`src/rtl/hs_orient_pkg.sv`:
```
package hs_orient_pkg;

  localparam int MEAS_W = 8;
  typedef logic [MEAS_W-1:0] meas_t;

  localparam meas_t THR_LO_RST = 8'h20;
  localparam meas_t THR_HI_RST = 8'hFF;
  localparam meas_t MEAS_RST   = 8'hFF;

  typedef enum logic [1:0] {
    ST_IDLE    = 2'd0,
    ST_WAIT    = 2'd1,
    ST_DECIDE  = 2'd2,
    ST_RELEASE = 2'd3
  } hod_state_e;

  typedef enum logic [1:0] {
    CLS_HOLD     = 2'd0,
    CLS_THREE    = 2'd1,
    CLS_MIC_SBU1 = 2'd2,
    CLS_MIC_SBU2 = 2'd3
  } hod_cls_e;

  localparam logic [3:0] JS_NONE  = 4'b0001;
  localparam logic [3:0] JS_THREE = 4'b0010;
  localparam logic [3:0] JS_MIC1  = 4'b0100;
  localparam logic [3:0] JS_MIC2  = 4'b1000;

  // Decision rules in priority order; the first match wins.
  function automatic hod_cls_e classify(input meas_t r12, input meas_t r21,
                                        input meas_t lo, input meas_t hi);
    logic below_lo;
    logic above_hi;
    logic side1;
    logic side2;
    below_lo = (r12 <= lo) && (r21 <= lo);
    above_hi = (r12 >= hi) && (r21 >= hi);
    side1    = (r12 > r21) && (r21 < hi) && (r12 > lo);
    side2    = (r21 > r12) && (r12 < hi) && (r21 > lo);
    if (below_lo)      classify = CLS_THREE;
    else if (above_hi) classify = CLS_HOLD;
    else if (side1)    classify = CLS_MIC_SBU1;
    else if (side2)    classify = CLS_MIC_SBU2;
    else               classify = CLS_HOLD;
  endfunction

endpackage

```
`src/rtl/hs_orient_regs.sv`:
```
module hs_orient_regs
  import hs_orient_pkg::*;
(
  input  logic  clk,
  input  logic  rst_n,
  input  logic  thr_lo_wr,
  input  logic  thr_hi_wr,
  input  meas_t thr_wdata,
  input  logic  meas_vld,
  input  meas_t meas_12,
  input  meas_t meas_21,
  output meas_t thr_lo_q,
  output meas_t thr_hi_q,
  output meas_t m12_q,
  output meas_t m21_q
);

  localparam int N_THR = 2;
  localparam int N_MEAS = 2;

  meas_t thr_rst [N_THR];
  meas_t thr_q   [N_THR];
  logic  thr_we  [N_THR];
  meas_t m_in    [N_MEAS];
  meas_t m_q     [N_MEAS];

  assign thr_rst[0] = THR_LO_RST;
  assign thr_rst[1] = THR_HI_RST;
  assign thr_we[0]  = thr_lo_wr;
  assign thr_we[1]  = thr_hi_wr;
  assign m_in[0]    = meas_12;
  assign m_in[1]    = meas_21;

  for (genvar t = 0; t < N_THR; t++) begin : g_thr
    always_ff @(posedge clk or negedge rst_n) begin
      if (!rst_n)         thr_q[t] <= (t == 0) ? THR_LO_RST : THR_HI_RST;
      else if (thr_we[t]) thr_q[t] <= thr_wdata;
    end
  end

  for (genvar m = 0; m < N_MEAS; m++) begin : g_meas
    always_ff @(posedge clk or negedge rst_n) begin
      if (!rst_n)        m_q[m] <= MEAS_RST;
      else if (meas_vld) m_q[m] <= m_in[m];
    end
  end

  assign thr_lo_q = thr_q[0];
  assign thr_hi_q = thr_q[1];
  assign m12_q    = m_q[0];
  assign m21_q    = m_q[1];

  meas_t unused_rst_view;
  assign unused_rst_view = thr_rst[0] ^ thr_rst[1];

endmodule

```
`src/rtl/hs_orient_cls.sv`:
```
module hs_orient_cls
  import hs_orient_pkg::*;
(
  input  meas_t    m12,
  input  meas_t    m21,
  input  meas_t    thr_lo,
  input  meas_t    thr_hi,
  output hod_cls_e cls
);

  assign cls = classify(m12, m21, thr_lo, thr_hi);

endmodule

```
`src/rtl/hs_orient_seq.sv`:
```
module hs_orient_seq #(
  parameter int DLY_W = 8,
  parameter int N_STG = 3
) (
  input  logic                   clk,
  input  logic                   rst_n,
  input  logic                   run,
  input  logic [N_STG*DLY_W-1:0] dly_flat,
  output logic [N_STG-1:0]       stg_go,
  output logic                   last
);

  logic [DLY_W-1:0] cnt_q;

  for (genvar s = 0; s < N_STG; s++) begin : g_stg
    assign stg_go[s] = run && (cnt_q >= dly_flat[s*DLY_W +: DLY_W]);
  end

  assign last = run && (&stg_go);

  always_ff @(posedge clk or negedge rst_n) begin
    if (!rst_n)     cnt_q <= '0;
    else if (!run)  cnt_q <= '0;
    else if (!last) cnt_q <= cnt_q + 1'b1;
  end

endmodule

```
`src/rtl/hs_orient_det.sv`:
```
module hs_orient_det
  import hs_orient_pkg::*;
#(
  parameter int DLY_W = 8
) (
  input  logic             clk,
  input  logic             rst_n,
  input  logic             det_arm,
  input  logic             l_sw_en,
  input  logic             r_sw_en,
  input  logic             gnd_sw_en,
  input  logic             mic_sw_en,
  input  logic             sense_sw_en,
  input  logic             thr_lo_wr,
  input  logic             thr_hi_wr,
  input  logic [7:0]       thr_wdata,
  input  logic             meas_vld,
  input  logic [7:0]       meas_12,
  input  logic [7:0]       meas_21,
  input  logic [DLY_W-1:0] mic_dly,
  input  logic [DLY_W-1:0] sense_dly,
  input  logic [DLY_W-1:0] gnd_dly,
  input  logic             irq_mask,
  input  logic             irq_clr,
  output logic             det_en_q,
  output logic             sw_l_on,
  output logic             sw_r_on,
  output logic             sw_mic_on,
  output logic             sw_sense_on,
  output logic             sw_gnd_on,
  output logic             mic_on_sbu1,
  output logic             gnd_on_sbu2,
  output logic             sense_on_gsbu2,
  output logic [3:0]       jack_status,
  output logic             done_flag,
  output logic             irq_n
);

  localparam int N_STG   = 3;
  localparam int STG_MIC = 0;
  localparam int STG_SNS = 1;
  localparam int STG_GND = 2;

  hod_state_e state_q, state_d;
  meas_t      thr_lo_q, thr_hi_q, m12_q, m21_q;
  hod_cls_e   cls;
  logic [N_STG-1:0] stg_go;
  logic       seq_last;

  // Named internal events, observed by the checker.
  logic start_ok;
  logic hold_off;
  logic busy;
  logic rel_run;
  logic finish;
  logic decide;

  logic three_q;

  hs_orient_regs u_regs (
    .clk       (clk),
    .rst_n     (rst_n),
    .thr_lo_wr (thr_lo_wr),
    .thr_hi_wr (thr_hi_wr),
    .thr_wdata (thr_wdata),
    .meas_vld  (meas_vld),
    .meas_12   (meas_12),
    .meas_21   (meas_21),
    .thr_lo_q  (thr_lo_q),
    .thr_hi_q  (thr_hi_q),
    .m12_q     (m12_q),
    .m21_q     (m21_q)
  );

  hs_orient_cls u_cls (
    .m12    (m12_q),
    .m21    (m21_q),
    .thr_lo (thr_lo_q),
    .thr_hi (thr_hi_q),
    .cls    (cls)
  );

  hs_orient_seq #(.DLY_W(DLY_W), .N_STG(N_STG)) u_seq (
    .clk      (clk),
    .rst_n    (rst_n),
    .run      (rel_run),
    .dly_flat ({gnd_dly, sense_dly, mic_dly}),
    .stg_go   (stg_go),
    .last     (seq_last)
  );

  assign start_ok = det_en_q && l_sw_en && r_sw_en && gnd_sw_en;
  assign hold_off = (state_q == ST_WAIT) || (state_q == ST_DECIDE);
  assign busy     = (state_q != ST_IDLE);
  assign rel_run  = (state_q == ST_RELEASE);
  assign decide   = (state_q == ST_DECIDE);
  assign finish   = rel_run && seq_last;

  always_comb begin
    state_d = state_q;
    unique case (state_q)
      ST_IDLE:    if (start_ok) state_d = ST_WAIT;
      ST_WAIT:    if (meas_vld) state_d = ST_DECIDE;
      ST_DECIDE:  state_d = ST_RELEASE;
      ST_RELEASE: if (seq_last) state_d = ST_IDLE;
      default:    state_d = ST_IDLE;
    endcase
  end

  always_ff @(posedge clk or negedge rst_n) begin
    if (!rst_n) state_q <= ST_IDLE;
    else        state_q <= state_d;
  end

  always_ff @(posedge clk or negedge rst_n) begin
    if (!rst_n)       det_en_q <= 1'b0;
    else if (finish)  det_en_q <= 1'b0;
    else if (det_arm) det_en_q <= 1'b1;
  end

  always_ff @(posedge clk or negedge rst_n) begin
    if (!rst_n) begin
      three_q        <= 1'b0;
      mic_on_sbu1    <= 1'b0;
      gnd_on_sbu2    <= 1'b0;
      sense_on_gsbu2 <= 1'b0;
      jack_status    <= JS_NONE;
    end else if (decide) begin
      unique case (cls)
        CLS_THREE: begin
          three_q        <= 1'b1;
          mic_on_sbu1    <= 1'b0;
          gnd_on_sbu2    <= 1'b0;
          sense_on_gsbu2 <= 1'b0;
          jack_status    <= JS_THREE;
        end
        CLS_MIC_SBU1: begin
          three_q        <= 1'b0;
          mic_on_sbu1    <= 1'b1;
          gnd_on_sbu2    <= 1'b1;
          sense_on_gsbu2 <= 1'b1;
          jack_status    <= JS_MIC1;
        end
        CLS_MIC_SBU2: begin
          three_q        <= 1'b0;
          mic_on_sbu1    <= 1'b0;
          gnd_on_sbu2    <= 1'b0;
          sense_on_gsbu2 <= 1'b0;
          jack_status    <= JS_MIC2;
        end
        default: ;
      endcase
    end
  end

  always_ff @(posedge clk or negedge rst_n) begin
    if (!rst_n)       done_flag <= 1'b0;
    else if (finish)  done_flag <= 1'b1;
    else if (irq_clr) done_flag <= 1'b0;
  end

  assign irq_n = !(done_flag && !irq_mask);

  assign sw_l_on     = !hold_off && l_sw_en;
  assign sw_r_on     = !hold_off && r_sw_en;
  assign sw_mic_on   = !hold_off && mic_sw_en && !three_q && (!rel_run || stg_go[STG_MIC]);
  assign sw_sense_on = !hold_off && sense_sw_en && (!rel_run || stg_go[STG_SNS]);
  assign sw_gnd_on   = !hold_off && gnd_sw_en && (!rel_run || stg_go[STG_GND]);

endmodule

```
`config.mk`:
```
export PLATFORM = sky130hd
export DESIGN_NAME = hs_orient_det
export DESIGN_NICKNAME = d
export VERILOG_FILES = /design/src/rtl/hs_orient_pkg.sv /design/src/rtl/hs_orient_regs.sv /design/src/rtl/hs_orient_cls.sv /design/src/rtl/hs_orient_seq.sv /design/src/rtl/hs_orient_det.sv
export SDC_FILE = /design/constraint.sdc
export NUM_CORES = 1
export LEC_CHECK = 0
export ABC_AREA = 0
export BUFFER_PORTS_ARGS = -buffer_cell sky130_fd_sc_hd__clkbuf_2
export CAP_MARGIN = 40
export CELL_PAD_IN_SITES_DETAIL_PLACEMENT = 1
export CELL_PAD_IN_SITES_GLOBAL_PLACEMENT = 1
export CORE_ASPECT_RATIO = 1.1
export CORE_MARGIN = 2
export CORE_UTILIZATION = 45
export CTS_BUF_LIST = sky130_fd_sc_hd__clkbuf_8
export DETAILED_ROUTE_END_ITERATION = 7
export GPL_TIMING_DRIVEN = 0
export PLACE_DENSITY = 0.92
export SYNTH_ARGS = -nofsm -noshare
export SYNTH_HDL_FRONTEND = slang
export SYNTH_HIERARCHICAL = 1
export SYNTH_SLANG_ARGS = --single-unit
```
`constraint.sdc`:
```
create_clock -name clk -period 8.7 [get_ports clk]
set_clock_uncertainty 0.2 [all_clocks]
set_input_delay 1.74 -clock clk [delete_from_list [all_inputs] [get_ports clk]]
set_output_delay 1.74 -clock clk [all_outputs]
set_load 0.02 [all_outputs]
```
; ---- Yosys cells after proc, flatten, opt, wreduce, memory -nomap -nowiden
; Cells that the tools add are included.
[op_classes]
n_addsub = 1
magnitude_cmp = 13
eq_ne = 10
mux = 17
reduce_logical = 46
[ops]
columns = cell, n
row1 = >= comparator 8 bit, 5
row2 = > comparator 8 bit, 4
row3 = logical AND 1 bit, 24
row4 = <= comparator 8 bit, 2
row5 = < comparator 8 bit, 2
row6 = two-way mux 8 bit, 2
row7 = two-way mux 2 bit, 7
row8 = case mux 4 bit (3 select lines), 1
row9 = adder 8 x 1 -> 8 bit (second input constant), 1
row10 = == test 2 bit (second input constant), 4
row11 = inequality test 2 bit (second input constant), 4
row12 = case mux 2 bit (4 select lines), 1
row13 = nonzero test 2 bit, 4
row14 = AND reduction 2 bit, 3
row15 = AND reduction 3 bit, 2
row16 = zero test 1 bit, 5
row17 = == test 2 x 1 -> 1 bit (second input constant), 2
row18 = logical OR 1 bit, 4
row19 = two-way mux 1 bit, 4
row20 = case mux 1 bit (2 select lines), 2
row21 = OR reduction 2 bit, 2
row22 = nonzero test 3 bit, 1
row23 = zero test 2 bit, 1
[word_totals]
regBits = 50
input_bits = 61

; ---- Longest topological paths before layout
; Gate-level depths: netlist of run 1.
[logic_depth]
ltp_word = 11
depth_mapped = 11

; ---- Modules after synthesis
; Netlist of run 1, hierarchy kept.
[by_module_without_submodules]
columns = mod, instances, cells_each, area_per_inst_um2, seq_area_each_um2
row1 = hs_orient_regs, 1, 68, 1271.2, 832.0
row2 = hs_orient_seq, 1, 131, 1123.6, 200.2
row3 = hs_orient_cls, 1, 130, 970.9, 0.0
row4 = hs_orient_det, 1, 51, 506.7, 226.5

; ---- Worst setup path before layout of run 1
; No wires, ideal clock.
[synth_timing]
path_type = input to output
startpoint = input port mic_dly[7]
endpoint = output port sw_mic_on
arrival_time_ns = 3.343
required_time_ns = 6.760
slack_ns = 3.417
stages = 8
path_buffers = 0
path_cell_list = inv_1 > ha_1 > and3_1 > and3_4 > a32oi_4 > inv_1 > nor2b_1 > nor4b_1
[synth_between]
elab_chain_len = 4
[synth_lines]
columns = item, line
row1 = "start, declared", hs_orient_det.sv:20  ; input logic [DLY_W-1:0] mic_dly,
row2 = >= comparator 8 bit, hs_orient_seq.sv:16  ; assign stg_go[s] = run && (cnt_q >= dly_flat[s*DLY_W +: DLY_W]);
row3 = logical AND 1 bit, hs_orient_seq.sv:16
row4 = named net stg_go[0], hs_orient_det.sv:47  ; logic [N_STG-1:0] stg_go;
row5 = logical OR 1 bit, hs_orient_det.sv:166  ; assign sw_mic_on = !hold_off && mic_sw_en && !three_q && (!rel_run || stg_go[STG_MIC]);
row6 = logical AND 1 bit, hs_orient_det.sv:166
row7 = "end, declared", hs_orient_det.sv:28  ; output logic sw_mic_on,
; The timed path passes the listed nets, and every way through them passes these cells.

; ---- Worst setup path after layout of run 1
[layout_timing]
startpoint = input port gnd_dly[0]
endpoint = output port sw_gnd_on
[layout_between]
elab_chain_len = 4
[layout_lines]
columns = item, line
row1 = "start, declared", hs_orient_det.sv:22  ; input logic [DLY_W-1:0] gnd_dly,
row2 = >= comparator 8 bit, hs_orient_seq.sv:16
row3 = logical AND 1 bit, hs_orient_seq.sv:16
row4 = named net stg_go[2], hs_orient_det.sv:47
row5 = logical OR 1 bit, hs_orient_det.sv:168  ; assign sw_gnd_on = !hold_off && gnd_sw_en && (!rel_run || stg_go[STG_GND]);
row6 = logical AND 1 bit, hs_orient_det.sv:168
row7 = "end, declared", hs_orient_det.sv:30  ; output logic sw_gnd_on,
; The timed path passes the listed nets, and every way through them passes these cells.

==> results of run 1 <==
-- cell type report --
type                    instances  area [µm²]  share of cell area [%]
clock inverters                 3       15.01                  0.3351
repair buffers                 74       385.4                   8.601
inverters                      55       209.0                   4.663
multi-input cells             265        2311                   51.58
clock buffers                   5       68.82                   1.536
plain buffers                  11       93.84                   2.094
well taps                     111       138.9                   3.100
flip-flops and latches         49        1259                   28.09
-- sequential cells by signal, summed over array words and instances (netlist names) --
| register | flops |
|---|---|
| state_q | 2 |
| u_regs/m12_q | 8 |
| u_regs/m21_q | 8 |
| u_regs/thr_lo_q | 8 |
| u_seq/cnt_q | 8 |
| det_en_q | 1 |
| jack_status | 4 |
| done_flag | 1 |
| sense_on_gsbu2 | 1 |
| u_regs/thr_hi_q | 8 |
-- routing by layer --
layer	GRT usage (%)	routed length [µm]	vias to the layer above
met4	8.611	215	0
met2	44.13	5520	88
met1	23.21	3841	1571
met3	3.348	383	20
met5	0	0	-
li1	-	-	1515
-- power breakdown --
group | internal [mW] | switching, mW
Sequential | 0.268 | 0.0301
Combinational | 0.149 | 0.201
Clock | 0.0547 | 0.0759
Total | 0.472 | 0.306
-- logic make-up after synthesis --
| logic type | Yosys count |
|---|---|
| xor gates and xnor gates | 1 |
| DFF | 49 |
| muxes | 36 |
| adders and majority gates | 70 |
| AOI/OAI and AO/OA | 71 |
| buffers and inverters | 66 |
| and+or+nand+nor | 87 |
-- worst reg2reg max path, stage by stage (launching register included) --
cell	delay, ns
dfrtp_1	0.47
ha_1	0.30
o21ai_0	0.06
o21ai_0	0.39
a21oi_1	0.30
or3_1	0.40
buf_6	0.15
inv_4	0.08
clkinv_1	0.06
a222oi_1	0.48
mux2_1	0.37
-- placed cells by master (no fill, tap or decap), types with 10 or more instances in the layout --
cell	synthesis	layout
nand2_1	16	16
nand4_1	12	12
inv_1	52	54
dfstp_2	26	26
clkbuf_2	0	73
a21oi_1	25	25
o21ai_0	10	10
nor2b_1	10	10
ha_1	70	70
dfrtp_1	23	23
nor2_1	16	16
mux2_2	22	22
mux2_4	10	10
-- per-stage QoR --
stage | instances | instance area [µm²]
after floorplan | 380 | 3872
after global placement | 564 | 4377
after detailed placement | 565 | 4397
after CTS | 573 | 4481
after global routing | 573 | 4481
final | 573 | 4481
-- path summary, 6_finish.rpt --
path,start,end,depth (start not counted)
max,gnd_dly[0],sw_gnd_on,9
min,jack_status[3],jack_status[3],2
max reg2reg,u_seq/cnt_q[2],state_q[1],10
min reg2reg,jack_status[3],jack_status[3],2
max in group asynchronous,rst_n,u_regs/m21_q[7],2
min in group asynchronous,rst_n,u_regs/thr_lo_q[3],1
==> results.toml, run 1 <==
[synthesis]
synth.distinct_cells = 60
ys_top_cells_by_count = "70 x ha_1, 52 x inv_1, 26 x dfstp_2"
synth_edf_count = 0
yosysWarnings = 6
async_flop_share_pct = 100.0
synth.most_common_cell = "ha_1"
syn_inst = 380
synth.ff_latch_count = 49
synthesis.area_um2 = 3872
synth_xor_area_share_pct = 0.2262
yosys.area.top_type = "ha_1"
synth.top_cell.area_share_pct = 22.62
synth-simple-area-share_pct = 12.54
synth_top_family_by_area = "adder cells"
ys_seq_area_share_pct = 32.50
synth.net_count = 511
syn_avg_cell_area_um2 = 10.19
synthFlopType = "dfstp_2"
synthMuxAreaShare_pct = 11.34
netlist_top_cells_area = "ha_1 23%, dfstp_2 18%, dfrtp_1 15%, mux2_2 6.4%, inv_1 5.0%"
synthAdderAreaFrac_pct = 22.62
synth-compound-area-share_pct = 12.96

[setup_path]
critPathTopFamily = "compound AO/OA/AOI/OAI gates"
cp.buffers_inverters = 2
worst_path_largest_cell_delay_ns = 0.45
r2r_setup_slack_ns = 5.32
required_ns = 6.76
crit_path_end_kind = "output pin"
crit_chain = "clkbuf_2 -> ha_1 -> nand2b_1 -> a2111oi_0 -> o31a_1 -> nor2b_1 -> nor2b_1 -> nor3b_1 -> clkbuf_2"
start_kind = "input port"
path_class = "input port to output pin"
cp_max_fo = 8
arrival_ns = 3.50
slowest_stage = "a2111oi_0"

[routing]
drc = 0
drt_first_pass_iters = 4
drt-total-wl_um = 9961
ant_nets = 0
vias_per_cell = 5.574
dr_total_vias = 3194
drtIter0Drc = 83
wl_per_cell_um = 17.38

[power]
ir_worst_vdd_v = 0.00007905
p_leak_nw = 2.315
power_density_nw_per_um2 = 173.7
finalPower_mw = 0.7784

[cells_and_area]
fillCellCount = 987
num_antenna_cells = 0
utilization_pct = 53.57
nNetsFinal = 592
layout-drive-gt1-share_pct = 34.20
syn2layout_area_growth_pct = 15.70

[sta]
rsz0062_at_grt = "false"
timing.final.crit_period_ns = 5.438
setup_tns_ns = 0
clock.fmax_mhz = 183.9
fin_hold_ws_ns = 0.2839
report.final.slew_viol_count = 0
post-route-worst-setup-slack_ns = 3.262
setup_viol = 0
hold_viol = 0
fin_crit_sh_pct = 62.51
tightest_slew_ns = 0.6457
slew_headroom_pct = 56.95

[floorplanning]
die_area_um2 = 9365
core_region_area_um2 = 8364
fp-row-count = 35
chipWidth_um = 92.45
chipHeight_um = 101.3
pin_count = 76
initial_core_util_pct = 46.30

[clocking]
clkSinkCount = 49
clock-root-buffer = "clkbuf_8"
cts_tree = "built"
cts_setup_buffers = 0
clk_latency_ns = 0.31
clockBufferDepth = 2
hold_buffers = 0
cts_resized = 0
cts_made_buffers = 5
clk_pin_slew_worst_paths_ns = 0.09
h-tree-depth = 2

[grt]
grt.overflow.total = 0
grt_pass1_wl_um = 16450
grt_max_degree = 26
antenna_found_initial = 0
grt_pass1_vias = 3629
grt.total_usage_pct = 22.17

[place]
hpwlAfterDp_um = 8262
gp_congestion = 0.7975
io_buffer_count = 73
pre_cts_slack_ns = 3.272

[run_status]
outcome = "completed"

[hold_path]
min_path_type = "flop to flop"

[job]
cap_viol_max_count = 0
No activity file was read; power rests on OpenSTA's default activity.
==> run 2: changes to the inputs <==
--- a/config.mk
+++ b/config.mk
@@ -5,14 +5,14 @@
 export SDC_FILE = /design/constraint.sdc
 export NUM_CORES = 1
 export LEC_CHECK = 0
-export ABC_AREA = 0
+export ABC_AREA = 1
 export BUFFER_PORTS_ARGS = -buffer_cell sky130_fd_sc_hd__clkbuf_2
 export CAP_MARGIN = 40
 export CELL_PAD_IN_SITES_DETAIL_PLACEMENT = 1
 export CELL_PAD_IN_SITES_GLOBAL_PLACEMENT = 1
 export CORE_ASPECT_RATIO = 1.1
 export CORE_MARGIN = 2
-export CORE_UTILIZATION = 45
+export CORE_UTILIZATION = 42
 export CTS_BUF_LIST = sky130_fd_sc_hd__clkbuf_8
 export DETAILED_ROUTE_END_ITERATION = 7
 export GPL_TIMING_DRIVEN = 0
==> constraint.sdc (replaced) <==
create_clock -name clk -period 5.58 [get_ports clk]
set_clock_uncertainty 0.2 [all_clocks]
set_input_delay 1.116 -clock clk [delete_from_list [all_inputs] [get_ports clk]]
set_output_delay 1.116 -clock clk [all_outputs]
set_load 0.02 [all_outputs]
==> run 2 against run 1 <==
Effect of this change: die area is 12% higher; sequential share of layout area is 1.4 points lower; critical path type unchanged; flip-flop and latch count stayed put; total power is 59% higher; combinational power is 45% higher; cell count is 33% higher; sequential power is 56% higher; via count is 19% higher; worst setup slack worse by 1.7 ns; routed wire length is 8.2% higher; utilization is 3.4 points lower.
==> results.toml, run 2 <==
[run_status]
outcome = "completed"

[place]
dp_cells = 755
hpwlAfterDp_um = 8920
gp_congestion = 0.8561
io_buffer_count = 73

[setup_path]
start_kind = "input port"
crit_path_end_kind = "output pin"
required_ns = 4.26
crit_path_start = "mic_dly[7]"
worst_path_largest_cell_delay_ns = 0.30
cp_max_fo = 9
path_class = "input port to output pin"
rr_startpoint = "u_regs/m12_q[5]"
arrival_ns = 2.68
slowest_stage = "ha_1"
crit_chain = "clkbuf_2 -> inv_1 -> ha_1 -> nand2_1 -> nor2_1 -> nand4_1 -> nand3_1 -> nand2_1 -> clkinv_2 -> nor2_1 -> nor4_1 -> clkbuf_2"

[clocking]
hold_buffers = 0
clk_latency_ns = 0.30
clockBufferDepth = 2
clk_pin_slew_worst_paths_ns = 0.09
cts_resized = 0
clock-root-buffer = "clkbuf_8"
cts_setup_buffers = 0
h-tree-depth = 2
cts_made_buffers = 5
cts_tree = "built"
clkSinkCount = 49

[synthesis]
synth.top_cell.area_share_pct = 21.55
yosys.area.top_type = "ha_1"
yosysWarnings = 6
synthesis.area_um2 = 4064
async_flop_share_pct = 100.0
syn_inst = 564
synthFlopType = "dfstp_2"
ys_seq_area_share_pct = 30.97
syn_avg_cell_area_um2 = 7.205
netlist_top_cells_area = "ha_1 22%, nand2_1 19%, dfstp_2 17%, dfrtp_1 14%, inv_1 9.2%"
synth.ff_latch_count = 49
synth_edf_count = 0
ys_top_cells_by_count = "206 x nand2_1, 100 x inv_1, 70 x ha_1"
synth.net_count = 695
synth.most_common_cell = "nand2_1"
synth.distinct_cells = 30

[floorplanning]
die_area_um2 = 10480
core_region_area_um2 = 9398
initial_core_util_pct = 43.24
chipHeight_um = 107.2
fp-row-count = 37
chipWidth_um = 97.79
pin_count = 76

[sta]
rsz0062_at_grt = "false"
setup_tns_ns = 0
clock.fmax_mhz = 250.0
slew_headroom_pct = 62.43
report.final.slew_viol_count = 0
tightest_slew_ns = 0.5635
fin_crit_sh_pct = 71.68
hold_viol = 0
timing.final.crit_period_ns = 4.000
setup_viol = 0

[routing]
dr_total_vias = 3807
wl_per_cell_um = 14.13
drtIter0Drc = 71
drt_first_pass_iters = 6
drt-total-wl_um = 10780
vias_per_cell = 4.990
ant_nets = 0
drc = 0

[cells_and_area]
layout_commonest_cell = "nand2_1"
syn2layout_area_growth_pct = 15.95
num_antenna_cells = 0
finalNonFillerCells = 763
register_area_um2 = 1259
nNetsFinal = 776
layout-drive-gt1-share_pct = 22.14
fillCellCount = 1248
multi_input_area_um2 = 2322
mostFrequentLayoutCells = "206 x nand2_1, 101 x inv_1, 73 x clkbuf_2, 70 x ha_1, 37 x nor2_1"

[grt]
grt.overflow.total = 0
antenna_found_initial = 0
grt_pass1_vias = 4224
grt_max_degree = 30
grt.total_usage_pct = 21.82
grt_pass1_wl_um = 18910

[hold_path]
min_path_type = "flop to flop"
min-delay-start = "u_regs/thr_hi_q[7]"

[power]
ir_worst_vdd_v = 0.0001121
power_density_nw_per_um2 = 262.5
p_leak_nw = 2.885

[job]
cap_viol_max_count = 0
run 2: routing by layer:
| metal | global-route usage [%] | vias to the layer above | part of all wire [%] | wire length [µm] |
|---|---|---|---|---|
| met5 | 0 | - | 0 | 0 |
| met4 | 6.250 | 0 | 2.1 | 225 |
| met3 | 3.064 | 24 | 3.5 | 378 |
| met2 | 40.94 | 80 | 52 | 5618 |
| met1 | 25.90 | 1812 | 42 | 4556 |
| li1 | - | 1891 | - | - |
run 2: power by group:
part	switching, mW	total (mW)	internal, mW
registers	0.0508	0.465	0.414
logic	0.312	0.507	0.194
clock network	0.121	0.265	0.145
run 2: stage by stage:
step           hold slack, ns  setup slack, ns  util, %  power [mW]  instance area (µm²)
3_3_place_gp           0.2427            1.634    48.69      0.9276                 4576
2_1_floorplan          0.2417            1.639        -      0.8026                 4064
6_report               0.2654            1.580    50.14       1.237                 4712
5_1_grt                0.2821            1.401    50.14       1.341                 4712
3_5_place_dp           0.2534            1.577    48.90      0.9756                 4596
4_1_cts                0.2679            1.562    50.14       1.252                 4712
run 2: worst max-delay path: cells and delay by family:
family | cells | cell delay, ns
adders and majority gates | 1 | 0.30
buffers and inverters | 4 | 0.45
and+or+nand+nor | 7 | 0.79
run 2: final timing paths:
kind | to | slack [ns] | cells past startpoint
min in group asynchronous | u_regs/thr_lo_q[4] | 0.59 | 1
hold / removal | u_regs/thr_hi_q[7] | 0.27 | 2
setup reg to reg | jack_status[1] | 3.05 | 13
max in group asynchronous | jack_status[0] | 3.97 | 2
setup / recovery | sw_mic_on | 1.58 | 12
hold reg to reg | u_regs/thr_hi_q[7] | 0.27 | 2
run 2: area by class of cell:
cell class / instances / area share (%)
multi-input cells: 401 / 49.28
flip-flops and latches: 49 / 26.71
inverters: 105 / 8.497
repair buffers: 74 / 8.178
well taps: 117 / 3.107
clock buffers: 6 / 1.753
plain buffers: 9 / 1.753
clock inverters: 2 / 0.7169
run 2: cell families after synthesis:
group | after synthesis | synth area share (%)
and+or+nand+nor | 287 | 29.25
adders and majority gates | 70 | 21.55
AOI/OAI and AO/OA | 44 | 6.343
DFF | 49 | 30.97
buffers and inverters | 114 | 11.88
